## config.mk

```make
export PLATFORM = sky130hd
export DESIGN_NAME = luma_border_coring
export DESIGN_NICKNAME = d
export VERILOG_FILES = /design/src/rtl/luma_border_coring.sv
export SDC_FILE = /design/constraint.sdc
export NUM_CORES = 1
export LEC_CHECK = 0
export BUFFER_PORTS_ARGS = -buffer_cell sky130_fd_sc_hd__buf_2
export CAP_MARGIN = 20
export CORE_ASPECT_RATIO = 0.7
export CORE_MARGIN = 4
export CORE_UTILIZATION = 45
export DETAILED_ROUTE_END_ITERATION = 8
export PLACE_DENSITY = 0.61
export SLEW_MARGIN = 30
export SYNTH_ARGS = -nofsm -noshare
export SYNTH_HDL_FRONTEND = slang
export SYNTH_SLANG_ARGS = --single-unit
```

## constraint.sdc

```tcl
create_clock -name clk -period 12.3 [get_ports clk]
set_input_delay 0.615 -clock clk [delete_from_list [all_inputs] [get_ports clk]]
set_output_delay 0.615 -clock clk [all_outputs]
set_load 0.01 [all_outputs]
```

## src/rtl/luma_border_coring.sv

```systemverilog
module luma_border_coring #(
  parameter int DW = 8,
  parameter int TW = 6,
  parameter int GW = 4,
  parameter int PW = 4,
  parameter int GMAX = 8
) (
  input  logic          clk,
  input  logic          rst_n,
  input  logic          in_valid,
  input  logic          in_line_start,
  input  logic [DW-1:0] in_data,
  input  logic          cfg_sharpen,
  input  logic [TW-1:0] cfg_thresh,
  input  logic [GW-1:0] cfg_gain_border,
  input  logic [GW-1:0] cfg_gain_inner,
  input  logic          cfg_block16,
  input  logic          cfg_wide_border,
  input  logic [PW-1:0] cfg_offset,
  output logic          out_valid,
  output logic          out_line_start,
  output logic [DW-1:0] out_data
);
  localparam int SW = DW + 3;
  localparam int XW = SW + GW + 1;
  localparam int YMAX = (1 << DW) - 1;

  logic          ph_q;
  logic [PW-1:0] cnt;
  logic [DW-1:0] d1, d2, d3, d4;
  logic [4:1]    v, ls;
  logic          ph1, ph2;
  logic [PW-1:0] ix1, ix2;

  wire          ph_in  = in_line_start ? 1'b0 : ~ph_q;
  wire [PW-1:0] idx_in = in_line_start ? '0 : cnt;

  always_ff @(posedge clk) begin
    if (!rst_n) begin
      ph_q <= 1'b1;
      cnt  <= '0;
      v    <= '0;
      ls   <= '0;
      ph1  <= 1'b0;
      ph2  <= 1'b0;
      ix1  <= '0;
      ix2  <= '0;
      d1   <= '0;
      d2   <= '0;
      d3   <= '0;
      d4   <= '0;
    end else begin
      if (in_valid) begin
        ph_q <= ph_in;
        cnt  <= ph_in ? idx_in + 1'b1 : idx_in;
      end
      v   <= {v[3:1], in_valid};
      ls  <= {ls[3:1], in_valid & in_line_start};
      ph1 <= ph_in;
      ph2 <= ph1;
      ix1 <= idx_in;
      ix2 <= ix1;
      d1  <= in_data;
      d2  <= d1;
      d3  <= d2;
      d4  <= d3;
    end
  end

  wire          prev_ok = v[4] & ~ls[3];
  wire          next_ok = in_valid & v[1] & ~ls[1];
  wire [DW-1:0] c = d2;
  wire [DW-1:0] p = prev_ok ? d4 : c;
  wire [DW-1:0] n = next_ok ? in_data : c;

  wire signed [SW-1:0] s  = $signed({2'b0, c, 1'b0}) - $signed({3'b0, p}) - $signed({3'b0, n});
  wire signed [SW-1:0] hp = s >>> 2;
  wire        [SW-1:0] mag = hp[SW-1] ? -hp : hp;

  wire [PW-1:0] b    = (ix2 - cfg_offset) & (cfg_block16 ? 4'd15 : 4'd7);
  wire [PW-1:0] last = cfg_block16 ? 4'd15 : 4'd7;
  wire border = cfg_wide_border ? (b <= 4'd1 || b >= last - 4'd1)
                                : (b == 4'd0 || b == last);

  wire [GW-1:0] gsel = border ? cfg_gain_border : cfg_gain_inner;
  wire [GW-1:0] g    = (gsel > GW'(GMAX)) ? GW'(GMAX) : gsel;

  wire signed [XW-1:0] prod = hp * $signed({1'b0, g});
  wire signed [XW-1:0] adj  = cfg_sharpen ? (prod >>> 4) : (prod >>> 3);
  wire act = cfg_sharpen ? (mag > SW'(cfg_thresh)) : (mag < SW'(cfg_thresh));

  wire signed [XW-1:0] base = $signed({{(XW-DW){1'b0}}, c});
  wire signed [XW-1:0] sum  = !act ? base : (cfg_sharpen ? base + adj : base - adj);

  logic [DW-1:0] luma_out;
  always_comb begin
    if (sum < 0)                 luma_out = '0;
    else if (sum > XW'(YMAX))    luma_out = DW'(YMAX);
    else                         luma_out = sum[DW-1:0];
  end

  always_ff @(posedge clk) begin
    if (!rst_n) begin
      out_valid      <= 1'b0;
      out_line_start <= 1'b0;
      out_data       <= '0;
    end else begin
      out_valid      <= v[2];
      out_line_start <= ls[2];
      out_data       <= ph2 ? luma_out : d2;
    end
  end
endmodule

```

# --- Word level (Yosys, flattened, before mapping) ---
# Cells that the tools add are included.
totals:
  memories: 0
  out_inout_bits: 10
  romBits: 0
  in_bits: 33
  latchBits: 0
  wordCells: 60
  mem_bits_rw: 0
  reg_bits: 64
op_classes:
  n_bitwise: 8
  order_cmp: 7
  shift: 0
  n_mux: 17
  add_sub_neg: 8
  div_mod_pow: 0
  eq_ne: 1
  mul: 1
  n_reduce_logical: 3
ops:
  columns: ["op", "n"]
  rows:
  - ["2-to-1 mux 8 bit", 5]
  - ["2-to-1 mux 16 bit", 2]
  - ["2-to-1 mux 4 bit", 5]
  - ["> comparator 16 x 9 -> 1 bit, second input constant", 1]
  - ["< comparator 16 x 1 -> 1 bit, second input constant", 1]
  - ["multiplier 9 x 5 -> 14 bit", 1]
  - ["adder 9 x 11 -> 12 bit", 1]
  - ["subtractor 9 x 11 -> 12 bit", 1]
  - ["> comparator 11 x 6 -> 1 bit", 1]
  - ["< comparator 11 x 6 -> 1 bit", 1]
  - ["2-to-1 mux 11 bit", 1]
  - ["negation 9 -> 11 bit", 1]
  - ["subtractor 10 x 9 -> 11 bit", 1]
  - ["2-to-1 mux 10 bit", 1]
  - ["subtractor 9 x 8 -> 10 bit", 1]
  - ["adder 4 x 1 -> 4 bit, second input constant", 1]
  - ["AND 1 bit", 4]
  - ["AND 4 bit", 1]
  - ["equality test 4 bit", 1]
  - ["greater-or-equal comparator 4 bit", 1]
  - ["> comparator 4 bit, second input constant", 1]
  - ["less-or-equal comparator 4 x 1 -> 1 bit, second input constant", 1]
  - ["logical NOT 4 bit", 1]
  - ["subtractor 4 x 1 -> 4 bit, second input constant", 1]
  - ["other kinds (4)", 9]

# --- Depth between registers and ports, before layout ---
# Gate-level depths: netlist of the first run.
depth:
  word_depth: 17
  mapped_depth: 43
  ltp_nobuf: 42

# --- Worst setup path after synthesis of the first run ---
# No wires, ideal clock.
synth_path:
  path_kind: "register -> register"
  start: "reg ls[3] (netlist name)"
  end: "reg out_data[0]"
  arrival_ns: 8.398
  path_slack_ns: 3.780
  t_required_ns: 12.178
  setup_time_ns: 0.122
  path_buffers: 1
  stages_incl_launch_ff: 41
  cell_sequence: "dfxtp_1 > nor2b_1 > buf_6 > mux2i_2 > inv_2 > fa_1 > inv_1 > ha_1 > o21a_1 > o21a_1 > o41a_1 > nor2_1 > xor2_1 > nor3b_1 > ha_1 > inv_1 > fa_1 > inv_1 > [... 5 more ...] > nor3b_1 > nand2_1 > o21ai_0 > ha_1 > nand2b_1 > nor4b_2 > xnor2_1 > o21ai_0 > ha_1 > a21oi_1 > o21bai_1 > a21oi_1 > nor2b_1 > nor2_1 > inv_1 > o41ai_1 > a211oi_4 > a221o_1"
synth_via:
  elab_chain_len: 14
  word_cells_on_any_way: 21
  cone_classes: "add/sub (5); mul (1); order compare (4); mux (9); bitwise (2)"
synth_rtl:
  columns: ["element", "line_no", "rtl"]
  rows:
  - ["from (decl)", "31", "logic [4:1] v, ls;"]
  - ["from (signal assigned)", "58", "ls <= {ls[3:1], in_valid & in_line_start};"]
  - ["inverter 1 bit *", "70", "wire prev_ok = v[4] & ~ls[3];"]
  - ["AND 1 bit *", "70", null]
  - ["2-to-1 mux 8 bit *", "73", "wire [DW-1:0] p = prev_ok ? d4 : c;"]
  - ["subtractor 9 x 8 -> 10 bit *", "76", "wire signed [SW-1:0] s = $signed({2'b0, c, 1'b0}) - $signed({3'b0, p}) - $signed({3'b0, n});"]
  - ["subtractor 10 x 9 -> 11 bit *", "76", null]
  - ["multiplier 9 x 5 -> 14 bit / negation 9 -> 11 bit (equally long branches)", "88, 78", null]
  - ["2-to-1 mux 10 bit / 2-to-1 mux 11 bit (equally long branches)", "89, 78", null]
  - ["subtractor 9 x 11 -> 12 bit (tied with other cells)", "93", "wire signed [XW-1:0] sum = !act ? base : (cfg_sharpen ? base + adj : base - adj);"]
  - ["2-to-1 mux 16 bit / 2-to-1 mux 1 bit (equally long branches)", "93, 90", null]
  - ["2-to-1 mux 16 bit *", "93", null]
  - ["> comparator 16 x 9 -> 1 bit", "98", "else if (sum > XW'(YMAX)) luma_out = DW'(YMAX);"]
  - ["2-to-1 mux 8 bit", "98", null]
  - ["2-to-1 mux 8 bit *", "97", "if (sum < 0) luma_out = '0;"]
  - ["2-to-1 mux 8 bit *", "110", "out_data <= ph2 ? luma_out : d2;"]
  - ["to (signal assigned)", "110", null]
  - ["to (decl)", "22", "output logic [DW-1:0] out_data"]
# Mark *: on every way between the ends. The rest lies on a longest branch, timed or not.
# A chain may end at the register's enable or synchronous reset.

# --- Final worst setup path of the first run ---
layout_path:
  start: "reg v[4] (netlist name)"
  end: "reg out_data[6]"
layout_via:
  elab_chain_len: 13
  word_cells_on_any_way: 20
  cone_classes: "add/sub (5); mul (1); order compare (4); mux (9); bitwise (1)"
layout_rtl:
  columns: ["element", "line_no", "rtl"]
  rows:
  - ["from (decl)", "31", null]
  - ["from (signal assigned)", "57", "v <= {v[3:1], in_valid};"]
  - ["AND 1 bit *", "70", null]
  - ["2-to-1 mux 8 bit *", "73", null]
  - ["subtractor 9 x 8 -> 10 bit *", "76", null]
  - ["subtractor 10 x 9 -> 11 bit *", "76", null]
  - ["multiplier 9 x 5 -> 14 bit / negation 9 -> 11 bit (equally long branches)", "88, 78", null]
  - ["2-to-1 mux 10 bit / 2-to-1 mux 11 bit (equally long branches)", "89, 78", null]
  - ["subtractor 9 x 11 -> 12 bit (tied with other cells)", "93", null]
  - ["2-to-1 mux 16 bit / 2-to-1 mux 1 bit (equally long branches)", "93, 90", null]
  - ["2-to-1 mux 16 bit *", "93", null]
  - ["> comparator 16 x 9 -> 1 bit", "98", null]
  - ["2-to-1 mux 8 bit", "98", null]
  - ["2-to-1 mux 8 bit *", "97", null]
  - ["2-to-1 mux 8 bit *", "110", null]
# Marked as above.

==> results.md, run 1 <==
- H-Tree Level Count: 3
- Io pins: between 40 and 50
- Syn_nets: ~760
- DRC viols: 0
- Crit Path Category: register to register
- Post-Layout Cell Count: between 800 and 900
- Slew Limit Fails: 0
- CP Launch Type: register
- CTS Buf Count: 9
- Mapped Cells: ~650
- Synth Register Bits: between 60 and 70
- PwrDens: 269 mW/mm^2
- Sum of negative setup slack: 0 ns
- Final #Nets: 806
- Slew @ Worst Pin: between 0.8 and 0.9 ns
- CP arrival: 10.21 ns
- Clock tree sinks: between 60 and 70
- Routed vias: between 4000 and 5000
- CTS tree: done
- Core area: 0.0124 sq mm
- Min-Delay Path Class: register to register
- Worst-path clk slew: ~0.05 ns
- Final Hold Fails: 0
- Status: finished clean
- Chip Height: 102 microns
- Clock group share of total power: between 10 and 15%
- Setup fix buffers added after clock tree synthesis: 0
- Root Buffer: clkbuf_16
- DR iter-0 viols: about 270
- Crit-path most repeated cell: ha_1
- Int Pwr: ~860 uW
- Share of cells above drive strength 1: between 10% and 20%
- Synth async-reset ratio: 0%
- Max frequency: 100 MHz
- Wirelength per Cell: between 15 and 20 microns
- Gr ovfl total: 0
- Commonest non-fill, non-tap cell in the layout: dfxtp_1
- Synth-to-Final Area Change: 11.2%
- PostCTS Resize Cnt: 0
- Synth cell types: 67
- Most frequent cells in the layout: dfxtp_1 (62), ha_1 (58), nor2_1 (55)
- Leak Pwr: 2.95 nW
- Total Routing Usage GR: approximately a fifth
- First-pass GRT wire length: roughly 23000 microns
- Row Count: 34
- Initial core utilization: 45.9%
- Initial antenna violation count: 0
- Slowest cell on the critical path: nor2b_1
- Vias in the first global route: 4636
- PortBufs: between 40 and 50
- CTS Hold Bufs: 0
- Max_slew headroom: roughly two fifths
- Max clock buf depth: 2
- Critical Path RT: 12.51 ns
- Combinational power share: 74.0%
- Switching Power: 840 uW
- Tmin final: roughly 10 ns
- Finish-stage setup viols: 0
- EDFF count, synth: 0
- Max-cap check violation count: 0
- Yosys warning total: 0
- Mean number of vias per cell: roughly 5.4
- DIE WIDTH: ~140 microns
- Mapped cell area: about 0.0057 sq mm
- Hpwl dp: 11200 microns
- Inst Count DP: 844
- Clock Latency Late Sink: between 0.3 and 0.4 ns
- Final WL: 13800 microns
- Sw frac: between 40% and 50%
- Largest net degree at the start of global routing: 45
- Antenna cells: 0
- GP Congestion: slightly above 0.9
- Worst clock skew: around 0.0088 ns
- Avg Cell Area, Syn: around 8.7 sq um
- Final Util: approximately half
- Worst VDD drop: 135 uV
- CP endpoint kind: register
- RSZ-0062 raised after global routing: no
- Post-route ant nets: 0
- Register share of total power: between 10% and 20%
- Die area: ~0.015 sq mm
- Critical Path Fanout Max: 9
- Primary FF master, synth: dfxtp_1
- CP max stage delay: about 0.70 ns
- First-pass DRT Iterations: 4
- Final period util: 81.3%
- Seq/Total Area, Yosys: between 20% and 30%
area by class of cell:
cell class / count / area [sq um]
tap: 162 / 203
clock inverter: 4 / 32.5
inverter: 55 / 206
timing repair buffer: 42 / 210
multi-input combinational: 523 / 4190
clock buffer: 12 / 246
fill: 1135 / 6050
sequential: 62 / 1240
worst paths after layout:
kind | from | endpoint | slack, ns | cells after the start
worst max-delay path | v[4]$_SDFF_PN0_ | out_data[6]$_SDFF_PN0_ | 2.30 | 39
worst min-delay path | d1[5]$_SDFF_PN0_ | c[5]$_SDFF_PN0_ | 0.43 | 1
worst max register to register | v[4]$_SDFF_PN0_ | out_data[6]$_SDFF_PN0_ | 2.30 | 39
worst min register to register | d1[5]$_SDFF_PN0_ | c[5]$_SDFF_PN0_ | 0.43 | 1
flip-flops by register name, summed over array words and instances (netlist names):
signal,cells
ls,3
d1,8
ix1,4
d3,8
out_data,8
ix2,4
ph2,1
d4,8
ph1,1
v,4
c,8
ph_q,1
cnt,4
power by group through the flow:
stage / combinational, mW / sequential [mW] / clock, mW
after floorplan: 0.991 / 0.216 / 0
after global placement: 1.23 / 0.217 / 0
after detailed placement: 1.24 / 0.217 / 0
after CTS: 1.26 / 0.213 / 0.233
after global routing: 1.41 / 0.214 / 0.242
final: 1.26 / 0.213 / 0.229
cell usage after synthesis (6+ instances only):
master / n / area (sq um)
dfxtp_1: 62 / 1240
ha_1: 58 / 726
nor2_1: 55 / 206
inv_1: 53 / 199
and2_1: 51 / 319
a21oi_1: 32 / 160
nand2_1: 31 / 116
o21ai_0: 26 / 130
xnor2_1: 24 / 210
fa_1: 22 / 440
nor2b_1: 21 / 131
mux2i_1: 18 / 180
xor2_1: 17 / 149
a21o_1: 14 / 105
nand3_1: 12 / 60.1
nor3_1: 11 / 55.1
clkbuf_1: 9 / 33.8
nand2b_1: 9 / 56.3
o21bai_1: 9 / 67.6
o21a_1: 8 / 60.1
a221o_1: 7 / 70.1
o211ai_1: 7 / 52.6
and3_1: 6 / 37.5
layer usage:
layer	wire [microns]	global-route usage [%]
met1	7530	30.8
met4	31	3.21
met3	811	4.30
met5	0	0
met2	5430	28.3
logic make-up after synthesis:
family / share of synthesized area, %
buffers and inverters: 4.55
AND/OR/NAND/NOR: 22.5
AO/OA/AOI/OAI: 20.0
XOR/XNOR: 6.89
flip-flops: 21.8
adder cells (fa/ha/maj): 20.5
multiplexers: 3.67
critical path: cells and delay by family (launching register included):
kind	cells	cell delay [ns]
adders and majority gates	8	3.01
and+or+nand+nor	10	2.51
buffers and inverters	4	0.30
AOI/OAI and AO/OA	13	2.55
xor gates and xnor gates	3	0.90
DFF	1	0.29
muxes	1	0.32
stage by stage:
stage / setup slack [ns] / cell area, sq um / power, mW / hold WS (ns)
floorplan: 3.78 / 5690 / 1.21 / 0.406
finish: 2.30 / 6330 / 1.70 / 0.429
global route: 1.36 / 6330 / 1.86 / 0.443
detailed placement: 2.31 / 6050 / 1.46 / 0.418
CTS: 2.26 / 6330 / 1.70 / 0.430
global placement: 2.48 / 6050 / 1.45 / 0.416
Note: power is estimated with default switching activity, not from simulation.
==> run 2, diff against run 1 <==
==> constraint.sdc (replaced) <==
create_clock -name clk -period 10.3 [get_ports clk]
set_input_delay 0.515 -clock clk [delete_from_list [all_inputs] [get_ports clk]]
set_output_delay 0.515 -clock clk [all_outputs]
set_load 0.01 [all_outputs]
==> results.md, run 2 (synthesis results as in run 1) <==
- Hpwl dp: 11500 microns (was 11200 microns)
- Critical Path Fanout Max: 9 (unchanged)
- Tmin final: 9.39 ns (was 10.00 ns)
- Reg2reg start: v[4]$_SDFF_PN0_ (unchanged)
- Final #Nets: 811 (was 806)
- DR iter-0 viols: 207 (was 265)
- Worst clock skew: 0.00637 ns (was 0.00878 ns)
- Finish-stage setup viols: 0 (unchanged)
- Final Hold Fails: 0 (unchanged)
- RSZ-0062 raised after global routing: no (unchanged)
- Io pins: 43 (unchanged)
- Gr ovfl total: 0 (unchanged)
- Crit path from: v[4]$_SDFF_PN0_ (unchanged)
- CP arrival: 9.60 ns (was 10.21 ns)
- Clock Latency Late Sink: 0.33 ns (about the same)
- Mean number of vias per cell: 5.54 (was 5.43)
- Largest net degree at the start of global routing: 45 (unchanged)
- Setup fix buffers added after clock tree synthesis: 0 (unchanged)
- Leak Pwr: 2.99 nW (was 2.95 nW)
- Max_slew headroom: 45.9% (was 40.7%)
- Launch point of the worst hold path: in_data[2] (was d1[5]$_SDFF_PN0_)
- Initial core utilization: 45.9% (unchanged)
- Total Routing Usage GR: 20.6% (was 19.8%)
- CP Launch Type: register (unchanged)
- Core area: 0.0124 sq mm (unchanged)
- First-pass GRT wire length: 23900 microns (was 23000 microns)
- Row Count: 34 (unchanged)
- Combinational power share: 74.0% (about the same)
- Clock tree sinks: 62 (unchanged)
- Max-cap check violation count: 0 (unchanged)
- Int Pwr: 1.04 mW (was 862 uW)
- DIE WIDTH: 142 microns (unchanged)
- H-Tree Level Count: 3 (unchanged)
- DP Area: 0.00609 sq mm (was 0.00605 sq mm)
- Slowest cell on the critical path: o41ai_1 (was nor2b_1)
- R2R depth: 41 (was 39)
- Root Buffer: clkbuf_16 (unchanged)
- Slew @ Worst Pin: 0.806 ns (was 0.888 ns)
- Die area: 0.0145 sq mm (unchanged)
- CP endpoint kind: register (unchanged)
- Vias in the first global route: 4677 (was 4636)
- PortBufs: 42 (unchanged)
- Min-Delay Path Class: primary input to register (was register to register)
- Hold Path Stages: 2 (was 1)
- Slew Limit Fails: 0 (unchanged)
- Routed vias: 4789 (was 4668)
- Share of cells above drive strength 1: 13.8% (was 12.8%)
- Wirelength per Cell: 16.5 microns (was 16.0 microns)
- Max frequency: 107 MHz (was 100 MHz)
- Final period util: 91.1% (was 81.3%)
- Most frequent cells in the layout: dfxtp_1 (62), ha_1 (58), nor2_1 (55) (unchanged)
- Final WL: 14300 microns (was 13800 microns)
- Commonest non-fill, non-tap cell in the layout: dfxtp_1 (unchanged)
- GP Congestion: 0.931 (was 0.912)
- PwrDens: 323 mW/mm^2 (was 269 mW/mm^2)
- Antenna cells: 0 (unchanged)
- CTS Buf Count: 9 (unchanged)
- Initial antenna violation count: 0 (unchanged)
- CTS tree: done (unchanged)
- First-pass DRT Iterations: 5 (was 4)
- Synth-to-Final Area Change: 12.2% (was 11.2%)
- Crit-path most repeated cell: ha_1 (unchanged)
- Critical Path RT: 10.52 ns (was 12.51 ns)
- Max clock buf depth: 2 (unchanged)
- Status: finished clean (unchanged)
- Switching Power: 1.02 mW (was 840 uW)
- Clock group share of total power: 13.7% (was 13.5%)
- CP max stage delay: 0.55 ns (was 0.70 ns)
- Sw frac: 49.4% (about the same)
- Register share of total power: 12.3% (was 12.5%)
- DRC viols: 0 (unchanged)
- Sum of negative setup slack: 0 ns (unchanged)
- Worst VDD drop: 196 uV (was 135 uV)
- Worst-path clk slew: 0.06 ns (was 0.05 ns)
- Final Cell Area: 0.00638 sq mm (was 0.00633 sq mm)
- Chip Height: 102 microns (unchanged)
- Post-route ant nets: 0 (unchanged)
- Crit Path Category: register to register (unchanged)
run 2: layout make-up:
cell class | count | area (sq um)
clock inverters | 4 | 31.3
repair buffers | 47 | 248
multi-input cells | 523 | 4200
clock buffers | 11 | 253
fillers | 1178 | 6000
flip-flops and latches | 62 | 1240
inverters | 55 | 206
well taps | 162 | 203
run 2: path summary, 6_finish.rpt:
| path | endpoint | slack [ns] |
|---|---|---|
| setup reg to reg | out_data[3]$_SDFF_PN0_ | 0.91 |
| setup / recovery | out_data[3]$_SDFF_PN0_ | 0.91 |
| hold reg to reg | d4[1]$_SDFF_PN0_ | 0.43 |
| hold / removal | d1[2]$_SDFF_PN0_ | 0.41 |
run 2: power by group through the flow:
stage               registers [mW]  clock network, mW  logic [mW]
floorplan                    0.258                  0        1.18
global placement             0.259                  0        1.48
detailed placement           0.259                  0        1.50
CTS                          0.254              0.288        1.52
global route                 0.255              0.301        1.72
finish                       0.254              0.282        1.53
run 2: per-layer routing:
| metal | up-vias | part of all wire [%] | global-route usage [%] |
|---|---|---|---|
| met5 | - | 0 | 0 |
| met4 | 0 | 0.67 | 2.48 |
| met3 | 15 | 7.6 | 4.86 |
| met2 | 159 | 39 | 29.1 |
| met1 | 2229 | 53 | 32.3 |
| li1 | 2386 | - | - |
run 2: worst max-delay path: cells and delay by family (launching register included):
kind | cells | cell delay, ns
compound gates | 13 | 2.74
xor+xnor | 3 | 0.53
fa+ha+maj | 8 | 2.97
buf+inv | 6 | 0.65
flops | 1 | 0.30
mux | 1 | 0.27
simple gates | 10 | 1.79
run 2: through the flow:
step                      util, %  std cells  setup slack (ns)  power (mW)  hold WS [ns]
final                        51.6        864             0.913        2.06         0.409
after global routing         51.6        864            0.0755        2.28         0.416
after CTS                    51.5        864             0.806        2.06         0.405
after detailed placement     49.2        849             0.749        1.76         0.412
after global placement       49.2        849              1.05        1.74         0.408
after floorplan                 -        651              1.78        1.44         0.406
run 2: timing repair:
| item | CTS | global route |
|---|---|---|
| hold buffers | 0 | 0 |
| endpoints found under the setup margin | 0 | 8 |
| resized for setup | 0 | 2 |
